===== src/rtl/mixreg_pkg.sv =====
package mixreg_pkg;

    localparam int ADDR_W = 7;
    localparam int DATA_W = 16;
    localparam int ATT_W  = 5;

    localparam logic [ADDR_W-1:0] IDX_IDENT  = 7'h00;
    localparam logic [ADDR_W-1:0] IDX_MASTER = 7'h02;
    localparam logic [ADDR_W-1:0] IDX_SERIAL = 7'h74;
    localparam logic [ADDR_W-1:0] IDX_MISC   = 7'h76;

    localparam logic [DATA_W-1:0] IDENT_WORD     = 16'h0090;
    localparam logic [DATA_W-1:0] MASTER_DEFAULT = 16'h8000;
    localparam logic [DATA_W-1:0] SERIAL_DEFAULT = 16'h0000;
    localparam logic [DATA_W-1:0] MISC_DEFAULT   = 16'h0000;

    localparam int SPLIT_BIT = 12;

    // Stored state of the master volume register (legacy bits are not kept).
    typedef struct packed {
        logic             mute_main;
        logic [ATT_W-1:0] att_l;
        logic             mute_r;
        logic [ATT_W-1:0] att_r;
    } master_t;

    // One-hot register select.
    typedef struct packed {
        logic ident;
        logic master;
        logic serial;
        logic misc;
    } sel_t;

    localparam master_t MASTER_RST = '{mute_main: 1'b1, att_l: '0, mute_r: 1'b0, att_r: '0};

    function automatic master_t master_from_bus(input logic [DATA_W-1:0] d);
        master_t m;
        m.mute_main = d[15];
        m.att_l     = d[13] ? {ATT_W{1'b1}} : d[12:8];
        m.mute_r    = d[7];
        m.att_r     = d[5] ? {ATT_W{1'b1}} : d[4:0];
        return m;
    endfunction

    function automatic logic [DATA_W-1:0] master_to_bus(input master_t m, input logic split);
        return {m.mute_main, 2'b00, m.att_l, m.mute_r & split, 2'b00, m.att_r};
    endfunction

    function automatic sel_t decode_index(input logic [ADDR_W-1:0] a);
        sel_t s;
        s.ident  = (a == IDX_IDENT);
        s.master = (a == IDX_MASTER);
        s.serial = (a == IDX_SERIAL);
        s.misc   = (a == IDX_MISC);
        return s;
    endfunction

endpackage


===== src/rtl/mixreg_decode.sv =====
module mixreg_decode
    import mixreg_pkg::*;
#(
    parameter int AW = ADDR_W
) (
    input  logic [AW-1:0] addr,
    output sel_t          sel,
    output logic          hit
);
    always_comb begin
        sel = decode_index(addr);
        hit = |sel;
    end

    always_comb begin
        a_r10_sel_onehot: assert ($onehot0(sel));
    end
endmodule


===== src/rtl/mixreg_store.sv =====
module mixreg_store
    import mixreg_pkg::*;
#(
    parameter int                W            = DATA_W,
    parameter logic [W-1:0]      DEFAULT      = '0,
    parameter bit                KEEP_ON_SOFT = 1'b0
) (
    input  logic         clk,
    input  logic         rst,
    input  logic         soft_clr,
    input  logic         we,
    input  logic [W-1:0] d,
    output logic [W-1:0] q
);
    generate
        if (KEEP_ON_SOFT) begin : g_keep
            always_ff @(posedge clk) begin
                if (rst)     q <= DEFAULT;
                else if (we) q <= d;
            end

            // soft reset leaves this register untouched
            a_r9_keep_on_soft: assert property (@(posedge clk) disable iff (rst)
                soft_clr |=> $stable(q));
        end else begin : g_clear
            always_ff @(posedge clk) begin
                if (rst || soft_clr) q <= DEFAULT;
                else if (we)         q <= d;
            end

            a_r8_clear_on_soft: assert property (@(posedge clk) disable iff (rst)
                soft_clr |=> (q == DEFAULT));
        end
    endgenerate

    a_r9_hold_idle: assert property (@(posedge clk) disable iff (rst)
        (!we && !soft_clr) |=> $stable(q));
endmodule


===== src/rtl/mixreg_master.sv =====
module mixreg_master
    import mixreg_pkg::*;
#(
    parameter int DW = DATA_W,
    parameter int AT = ATT_W
) (
    input  logic          clk,
    input  logic          rst,
    input  logic          soft_clr,
    input  logic          we,
    input  logic [DW-1:0] wr_data,
    input  logic          split,
    output logic [DW-1:0] rd_word,
    output logic [AT-1:0] att_left,
    output logic [AT-1:0] att_right,
    output logic          mute_left,
    output logic          mute_right
);
    master_t st;

    always_ff @(posedge clk) begin
        if (rst || soft_clr) st <= MASTER_RST;
        else if (we)         st <= master_from_bus(wr_data);
    end

    always_comb begin
        rd_word    = master_to_bus(st, split);
        att_left   = st.att_l;
        att_right  = st.att_r;
        mute_left  = st.mute_main;
        mute_right = split ? st.mute_r : st.mute_main;
    end

    a_r4_left_saturate: assert property (@(posedge clk) disable iff (rst)
        (we && !soft_clr && wr_data[13]) |=> (att_left == {AT{1'b1}}));
    a_r4_right_saturate: assert property (@(posedge clk) disable iff (rst)
        (we && !soft_clr && wr_data[5]) |=> (att_right == {AT{1'b1}}));
    a_r8_master_default: assert property (@(posedge clk) disable iff (rst)
        soft_clr |=> (rd_word == MASTER_DEFAULT));
    a_r5_reserved_zero: assert property (@(posedge clk) disable iff (rst)
        (rd_word[14:13] == 2'b00) && (rd_word[6:5] == 2'b00));
    a_r6_shared_mute: assert property (@(posedge clk) disable iff (rst)
        !split |-> (mute_right == mute_left) && (rd_word[7] == 1'b0));
endmodule


===== src/rtl/mixreg_top.sv =====
module mixreg_top
    import mixreg_pkg::*;
#(
    parameter int AW = ADDR_W,
    parameter int DW = DATA_W,
    parameter int AT = ATT_W
) (
    input  logic          clk,
    input  logic          rst,
    input  logic          wr_en,
    input  logic          rd_en,
    input  logic [AW-1:0] addr,
    input  logic [DW-1:0] wr_data,
    output logic [DW-1:0] rd_data,
    output logic [AT-1:0] att_left,
    output logic [AT-1:0] att_right,
    output logic          mute_left,
    output logic          mute_right
);
    sel_t          sel;
    logic          hit;
    logic          soft_clr;
    logic [DW-1:0] serial_q;
    logic [DW-1:0] misc_q;
    logic [DW-1:0] master_word;
    logic [DW-1:0] rd_next;

    mixreg_decode #(.AW(AW)) dec_i (
        .addr (addr),
        .sel  (sel),
        .hit  (hit)
    );

    assign soft_clr = wr_en & sel.ident;

    mixreg_store #(.W(DW), .DEFAULT(SERIAL_DEFAULT), .KEEP_ON_SOFT(1'b1)) serial_i (
        .clk      (clk),
        .rst      (rst),
        .soft_clr (soft_clr),
        .we       (wr_en & sel.serial),
        .d        (wr_data),
        .q        (serial_q)
    );

    mixreg_store #(.W(DW), .DEFAULT(MISC_DEFAULT), .KEEP_ON_SOFT(1'b0)) misc_i (
        .clk      (clk),
        .rst      (rst),
        .soft_clr (soft_clr),
        .we       (wr_en & sel.misc),
        .d        (wr_data),
        .q        (misc_q)
    );

    mixreg_master #(.DW(DW), .AT(AT)) master_i (
        .clk        (clk),
        .rst        (rst),
        .soft_clr   (soft_clr),
        .we         (wr_en & sel.master),
        .wr_data    (wr_data),
        .split      (misc_q[SPLIT_BIT]),
        .rd_word    (master_word),
        .att_left   (att_left),
        .att_right  (att_right),
        .mute_left  (mute_left),
        .mute_right (mute_right)
    );

    always_comb begin
        rd_next = '0;
        if (hit) begin
            unique case (1'b1)
                sel.ident:  rd_next = IDENT_WORD;
                sel.master: rd_next = master_word;
                sel.serial: rd_next = serial_q;
                sel.misc:   rd_next = misc_q;
                default:    rd_next = '0;
            endcase
        end
    end

    always_ff @(posedge clk) begin
        if (rst)        rd_data <= '0;
        else if (rd_en) rd_data <= rd_next;
    end

    a_r10_unmapped_zero: assert property (@(posedge clk) disable iff (rst)
        (rd_en && !hit) |=> (rd_data == '0));
    a_r2_ident_word: assert property (@(posedge clk) disable iff (rst)
        (rd_en && sel.ident) |=> (rd_data == IDENT_WORD));
    a_r11_hold_idle: assert property (@(posedge clk) disable iff (rst)
        !rd_en |=> $stable(rd_data));
    a_r7_split_mute: assert property (@(posedge clk) disable iff (rst)
        misc_q[SPLIT_BIT] |-> (mute_right == master_word[7]));
endmodule


===== config.mk =====
export PLATFORM = sky130hd
export DESIGN_NAME = mixreg_top
export DESIGN_NICKNAME = d
export VERILOG_FILES = /design/src/rtl/mixreg_pkg.sv /design/src/rtl/mixreg_decode.sv /design/src/rtl/mixreg_store.sv /design/src/rtl/mixreg_master.sv /design/src/rtl/mixreg_top.sv
export SDC_FILE = /design/constraint.sdc
export NUM_CORES = 1
export LEC_CHECK = 0
export CAP_MARGIN = 25
export CORE_MARGIN = 2
export CORE_UTILIZATION = 50
export CTS_CLUSTER_SIZE = 30
export DETAILED_ROUTE_END_ITERATION = 16
export PLACE_DENSITY = 0.77
export SLEW_MARGIN = 30
export SYNTH_ARGS = -nofsm -noshare
export SYNTH_HDL_FRONTEND = slang
export SYNTH_SLANG_ARGS = --single-unit
export TNS_END_PERCENT = 5

===== constraint.sdc =====
create_clock -name clk -period 1.6 [get_ports clk]
set_input_delay 0.16 -clock clk [delete_from_list [all_inputs] [get_ports clk]]
set_output_delay 0.16 -clock clk [all_outputs]
set_load 0.03 [all_outputs]

==> results of run 1 <==
[per-layer routing]
metal	GRT usage, %	routed length (µm)	vias to the layer above
li1	-	-	1121
met3	7.36	453	7
met1	33.7	2870	1019
met4	9.13	55	0
met2	37.0	2810	79
met5	0	0	-
[cell usage after synthesis]
cell,count
clkbuf_2,1
a21oi_1,34
a211o_1,1
buf_1,1
o21a_1,1
a21o_1,1
mux2i_1,5
nand2_1,70
a221o_1,10
o21ai_0,5
buf_4,14
nor4_4,1
and3_1,2
nor2_1,32
buf_2,7
o211ai_1,1
mux2_2,1
a22oi_1,10
and2_1,1
a22o_1,2
nor2b_1,1
a32oi_1,1
nor2_2,1
buf_6,1
a211oi_2,10
dfxtp_1,60
nor4b_2,1
o211ai_2,1
clkbuf_1,5
and4_1,1
nor4b_1,1
nand3_1,3
nor3b_1,1
[flip-flops by register name, summed over array words and instances (netlist names)]
| register | flops |
|---|---|
| master_i.att_left | 5 |
| master_i.att_right | 5 |
| rd_data | 16 |
| misc_i.q | 16 |
| serial_i.q | 16 |
| master_i.mute_left | 1 |
| master_i.st | 1 |
[area by class of cell]
type / count / area, µm² / area share (%)
Multi-Input combinational cell: 198 / 1120 / 32.8
Clock buffer: 12 / 155 / 4.54
Sequential cell: 60 / 1200 / 35.1
Clock inverter: 4 / 47.5 / 1.39
Tap cell: 67 / 83.8 / 2.45
Timing Repair Buffer: 82 / 811 / 23.7
[logic make-up (layout without fill, tap and decap cells)]
kind of cell | count (synthesis) | in the layout | share of synthesized area [%]
simple gates | 115 | 115 | 19.6
compound gates | 77 | 77 | 22.6
flops | 60 | 60 | 48.1
buf+inv | 29 | 98 | 7.16
mux | 6 | 6 | 2.45
[repair_timing]
action / CTS / global route
resized for setup: 4 / 6
endpoints found under the setup margin: 4 / 6
cloned: 0 / 0
hold buffers: 0 / 0
[power by group through the flow]
stage,combinational [W],clock [W],sequential (W)
after floorplan,0.0000664,0,0.00153
after detailed placement,0.000189,0,0.00153
after global routing,0.000205,0.00145,0.00150
after global placement,0.000188,0,0.00153
after CTS,0.000190,0.00139,0.00150
final,0.000191,0.00138,0.00150
[worst reg2reg max path, delay by kind of cell, from the launching register on]
kind,cells,cell delay [ps]
AO/OA/AOI/OAI,2,450
AND/OR/NAND/NOR,1,60
buffers and inverters,1,140
flip-flops,1,310
[metrics by stage]
step | hold WS (ps) | std cells | power (W)
global placement | 436 | 407 | 0.00172
floorplan | 278 | 287 | 0.00160
CTS | 392 | 423 | 0.00308
detailed placement | 445 | 407 | 0.00172
finish | 404 | 423 | 0.00307
global route | 399 | 423 | 0.00315
[worst max-delay path by stage]
stage / start / end / slack (ps) / cells past startpoint
floorplan: addr[2] / master_i.st[5]$_SDFFE_PP0P_ / 270 / 5
detailed placement: addr[2] / master_i.st[5]$_SDFFE_PP0P_ / -220 / 7
CTS: master_i.att_right[0]$_SDFFE_PP0P_ / att_right[0] / 3 / 1
global placement: addr[2] / master_i.st[5]$_SDFFE_PP0P_ / -190 / 7
global route: master_i.att_left[4]$_SDFFE_PP0P_ / att_left[4] / 3 / 1
finish: master_i.att_left[3]$_SDFFE_PP0P_ / att_left[3] / 30 / 1
==> impl_results.md, run 1 <==
- Setup CP Type: reg -> out
- Worst R2R Path Depth: 4
- Internal Power: 0.00239 W
- Post-Syn Instances: 287
- CTS buffer count: 9
- ANT nets after route: 0
- Post-Route WL: 6200 µm
- Pre-CTS worst setup slack: -221 ps
- Avg Cell Area, Syn: 8.70 µm²
- Clock tree buffer depth: 2
- Antenna cells: 0
- Post-CTS Setup Inserts: 0
- Reg clk slew, reported paths: 60 ps
- Leak pwr: 1.28 nW
- Initial antenna violation count: 0
- Die height: 74.7 µm
- Worst r2r src: misc_i.q[12]$_SDFFE_PP0P_
- Port Buf Inserts: 54
- Crit path max fanout: 3
- Critical path startpoint category: flip-flop
- Std cell rows: 25
- Max cap viols: 0
- FMAX: 639 MHz
- Finished Core Util: 71.9%
- Gp weighted congestion: 0.979
- H-tree Lvls: 3
- Drt pass-1 iters: 4
- Fin. max-slew vios: 0
- Post-synthesis cell type count: 33
- Sequential group share of total power: 48.9%
- Worst-Skew Late Latency: 340 ps
- CTS tree: done
- Net Count, Synth: 314
- CP Cell Sequence: clkdlybuf4s50_1
- Slowest cell on the critical path: clkdlybuf4s50_1
- Commonest non-fill, non-tap cell in the layout: nand2_1
- CTS root buf: clkbuf_8
- Final-report setup violation count: 0
- Number of fill cells: 395
- Gr usage total: 24.6%
- P per Cell Area: 897 nW/µm²
- Worst setup EP type: output port
- Final period utilization: 97.8%
- Hold Path Stages: 3
- Status: completed
- Clock power share: 44.9%
- Sink Count: 60
- Placed Instance Area: 3200 µm²
- GRT overflow: 0
- Required time of the critical path: 1440 ps
- Worst ir drop on vdd: 0.648 mV
- Largest net degree at the start of global routing: 18
- Via-to-Cell Ratio: 5.26
- Via count: 2226
- Layout cells sized above 1: 16.6%
- Synthesized cell area: 2500 µm²
- Critical path buffers and inverters: 1
- Syn. warnings: 0
- Actual slew at the worst max-slew pin: 629 ps
- Largest stage delay, worst path: 690 ps
- Top delay family on crit path: buffers and inverters
- Die ar.: 5580 µm²
- Synth top area cells: dfxtp_1 48%, nand2_1 11%, a21oi_1 6.8%, a211oi_2 5.0%, nor2_1 4.8%
- Detailed Place HPWL: 4660 µm
- Area leader, netlist: dfxtp_1
- Worst Hold Class: in -> reg
- Ports: 55
- Top-area cell type share of the netlist area: 48.1%
- Comb pwr share: 6.2%
- Worst r2r dst: rd_data[12]$_SDFFE_PP0P_
- DRC violations left: 0
- Reg-to-reg slack, setup: 530 ps
- Fin. Hold Viols: 0
- Setup Total Neg Slack: 0 ps
- Seq/Total Area, Yosys: 48.1%
- Setup slack after layout: 34.8 ps
- Area Growth Syn to Fin: 36.9%
- DIE WIDTH: 74.7 µm
- Min cycle time layout: 1570 ps
- Fin area: 3420 µm²
- Vias in the first global route: 2063
- Arr. time, crit path: 1410 ps
- Unrepaired setup endpoints after global routing: false
- Skew final: 8.50 ps
- Hold EP: misc_i.q[14]$_SDFFE_PP0P_
- Initial core utilization: 52.5%
- FF+latch count, synth: 60
- Sw Ratio: 22.0%
- Relative slew slack: 58.0%
- Min-delay src: wr_data[14]
- First-pass GRT wire length: 10000 µm
- Placeable core area: 4750 µm²
- DR iter-0 viols: 128
- Most frequent cells in the layout: 70 x nand2_1, 60 x dfxtp_1, 44 x clkdlybuf4s50_1
- Psw: 0.000675 W
- Nets: 378
- Detailed-route wire length per cell: 14.6 µm
Note: power is estimated with default switching activity, not from simulation.
==> run 2: changes to the inputs <==
--- a/config.mk
+++ b/config.mk
@@ -5,12 +5,14 @@
 export SDC_FILE = /design/constraint.sdc
 export NUM_CORES = 1
 export LEC_CHECK = 0
+export ABC_AREA = 1
 export CAP_MARGIN = 25
 export CORE_MARGIN = 2
-export CORE_UTILIZATION = 50
+export CORE_UTILIZATION = 51
 export CTS_CLUSTER_SIZE = 30
 export DETAILED_ROUTE_END_ITERATION = 16
 export PLACE_DENSITY = 0.77
+export SKIP_CTS_REPAIR_TIMING = 1
 export SLEW_MARGIN = 30
 export SYNTH_ARGS = -nofsm -noshare
 export SYNTH_HDL_FRONTEND = slang
==> run 2 against run 1 <==
Critical path depth stayed put. Final cell count is 21% higher. Global-route usage is 0.64 points higher. Register-to-register slack better by 120 ps. Worst hold slack better by 47 ps. Highest routed layer unchanged.
==> impl_results.md, run 2 <==
- Via-to-Cell Ratio: 5.36 (was 5.26)
- Status: completed (unchanged)
- Gp weighted congestion: 0.896 (was 0.979)
- Avg Cell Area, Syn: 7.50 µm² (was 8.70 µm²)
- Area Growth Syn to Fin: 30.5% (was 36.9%)
- Relative slew slack: 67.0% (was 58.0%)
- Final-report setup violation count: 0 (unchanged)
- Post-synthesis cell type count: 27 (was 33)
- Async S/R FF share, synth: 0% (unchanged)
- CTS buffer count: 9 (unchanged)
- Critical path startpoint category: flip-flop (unchanged)
- Synth Flop Type: dfxtp_1 (unchanged)
- Placed Cells: 497 (was 407)
- Crit path max fanout: 3 (unchanged)
- Detailed Place HPWL: 5200 µm (was 4660 µm)
- CTS root buf: clkbuf_8 (unchanged)
- First-pass GRT wire length: 12100 µm (was 10000 µm)
- Required time of the critical path: 1440 ps (about the same)
- FMAX: 643 MHz (was 639 MHz)
- Final period utilization: 97.2% (was 97.8%)
- Via count: 2752 (was 2226)
- Min cycle time layout: 1550 ps (was 1570 ps)
- Drt pass-1 iters: 5 (was 4)
- Synth top area cells: dfxtp_1 43%, nand2_1 12%, a21oi_1 8.6%, nand3_1 7.9%, buf_6 3.2% (was dfxtp_1 48%, nand2_1 11%, a21oi_1 6.8%, a211oi_2 5.0%, nor2_1 4.8%)
- Synthesized cell area: 2810 µm² (was 2500 µm²)
- Largest registers: misc_i.q x16, rd_data x16, serial_i.q x16 (unchanged)
- Pre-CTS worst setup slack: -90.3 ps (was -221 ps)
- Initial antenna violation count: 0 (unchanged)
- Leak pwr: 1.33 nW (was 1.28 nW)
- Area leader, netlist: dfxtp_1 (unchanged)
- GRT overflow: 0 (unchanged)
- Seq/Total Area, Yosys: 42.8% (was 48.1%)
- Std cell rows: 27 (was 25)
- Most frequent cell after synthesis: nand2_1 (unchanged)
- Gr usage total: 25.3% (was 24.6%)
- DRC violations left: 0 (unchanged)
- Layout cells sized above 1: 15.6% (was 16.6%)
- Worst setup EP type: output port (unchanged)
- Port Buf Inserts: 54 (unchanged)
- Skew final: 3.55 ps (was 8.50 ps)
- Die height: 78.2 µm (was 74.7 µm)
- Post-Route WL: 7330 µm (was 6200 µm)
- Setup Total Neg Slack: 0 ps (unchanged)
- CTS tree: done (unchanged)
- DR iter-0 viols: 234 (was 128)
- EDFF count, synth: 0 (unchanged)
- DIE WIDTH: 78.2 µm (was 74.7 µm)
- Worst Hold Class: in -> reg (unchanged)
- Die ar.: 6110 µm² (was 5580 µm²)
- Worst ir drop on vdd: 0.756 mV (was 0.648 mV)
- Setup slack after layout: 45.5 ps (was 34.8 ps)
- H-tree Lvls: 3 (unchanged)
- FF+latch count, synth: 60 (unchanged)
- Actual slew at the worst max-slew pin: 495 ps (was 629 ps)
- Fin. Hold Viols: 0 (unchanged)
- Ports: 55 (unchanged)
- Largest stage delay, worst path: 680 ps (was 690 ps)
- Worst hold margin: 451 ps (was 404 ps)
- Post-Syn Instances: 374 (was 287)
- Max cap viols: 0 (unchanged)
- Most frequent cells in the layout: 88 x nand2_1, 60 x dfxtp_1, 51 x clkdlybuf4s50_1 (was 70 x nand2_1, 60 x dfxtp_1, 44 x clkdlybuf4s50_1)
- Initial core utilization: 51.9% (was 52.5%)
- CP Cell Sequence: clkdlybuf4s50_1 (unchanged)
- Finished Core Util: 67.7% (was 71.9%)
- Worst-Skew Late Latency: 340 ps (about the same)
- Syn. warnings: 0 (unchanged)
- Post-route insts no fill: 513 (was 423)
- Vias in the first global route: 2533 (was 2063)
- P per Cell Area: 802 nW/µm² (was 897 nW/µm²)
- Nets: 463 (was 378)
- ANT nets after route: 0 (unchanged)
- Commonest non-fill, non-tap cell in the layout: nand2_1 (unchanged)
- Detailed-route wire length per cell: 14.3 µm (was 14.6 µm)
- Critical path buffers and inverters: 1 (unchanged)
- Top-area cell type share of the netlist area: 42.8% (was 48.1%)
- Top delay family on crit path: buffers and inverters (unchanged)
- Unrepaired setup endpoints after global routing: false (unchanged)
- Slowest cell on the critical path: clkdlybuf4s50_1 (unchanged)
- Setup CP Type: reg -> out (unchanged)
- Post-synth top cells: 88 x nand2_1, 60 x dfxtp_1, 48 x a21oi_1 (was 70 x nand2_1, 60 x dfxtp_1, 34 x a21oi_1)
- Sink Count: 60 (unchanged)
- Placeable core area: 5410 µm² (was 4750 µm²)
- Arr. time, crit path: 1390 ps (was 1410 ps)
- Reg clk slew, reported paths: 70 ps (was 60 ps)
- Largest net degree at the start of global routing: 20 (was 18)
- Clock tree buffer depth: 2 (unchanged)
- Net Count, Synth: 401 (was 314)
- Antenna cells: 0 (unchanged)
- Fin. max-slew vios: 0 (unchanged)
==> run 2: power by group <==
| part | switching (W) | total, W | internal, W |
|---|---|---|---|
| clock network | 0.000596 | 0.00119 | 0.000593 |
| registers | 0.00000198 | 0.00150 | 0.00150 |
| logic | 0.000135 | 0.000250 | 0.000115 |
| total | 0.000733 | 0.00294 | 0.00220 |
==> run 2: stage by stage <==
step                      cell area (µm²)  power (W)
after CTS                            3650    0.00295
after global placement               3480    0.00178
after floorplan                      2810    0.00163
after global routing                 3660    0.00304
after detailed placement             3480    0.00178
final                                3660    0.00294
==> run 2: logic make-up (layout without fill, tap and decap cells) <==
group,after synthesis,after routing,synth area share [%]
AND/OR/NAND/NOR,169,169,27.7
AO/OA/AOI/OAI,86,86,17.6
flip-flops,60,60,42.8
buffers and inverters,59,126,11.8
==> run 2: final timing paths <==
kind                                     start                         to  slack (ps)  depth (start not counted)
max reg2reg          misc_i.q[12]$_SDFFE_PP0P_    rd_data[7]$_SDFFE_PP0P_         650                          6
min                                wr_data[14]  misc_i.q[14]$_SDFFE_PP0P_         450                          3
max          master_i.att_left[0]$_SDFFE_PP0P_                att_left[0]          50                          1
min reg2reg          misc_i.q[10]$_SDFFE_PP0P_  misc_i.q[10]$_SDFFE_PP0P_         460                          2
==> run 2: per-layer routing <==
| metal | vias up | track usage [%] | wire [µm] |
|---|---|---|---|
| met1 | 1254 | 34.6 | 3300 |
| li1 | 1366 | - | - |
| met3 | 12 | 4.14 | 489 |
| met2 | 120 | 39.1 | 3390 |
| met4 | 0 | 11.8 | 151 |
| met5 | - | 0 | 0 |
==> run 2: cell type report <==
class / count / area (µm²)
Clock buffer: 11 / 141
Clock inverter: 5 / 27.5
Fill cell: 460 / 1740
Inverter: 24 / 90.1
Multi-Input combinational cell: 255 / 1270
Sequential cell: 60 / 1200
Tap cell: 72 / 90.1
Timing Repair Buffer: 86 / 838
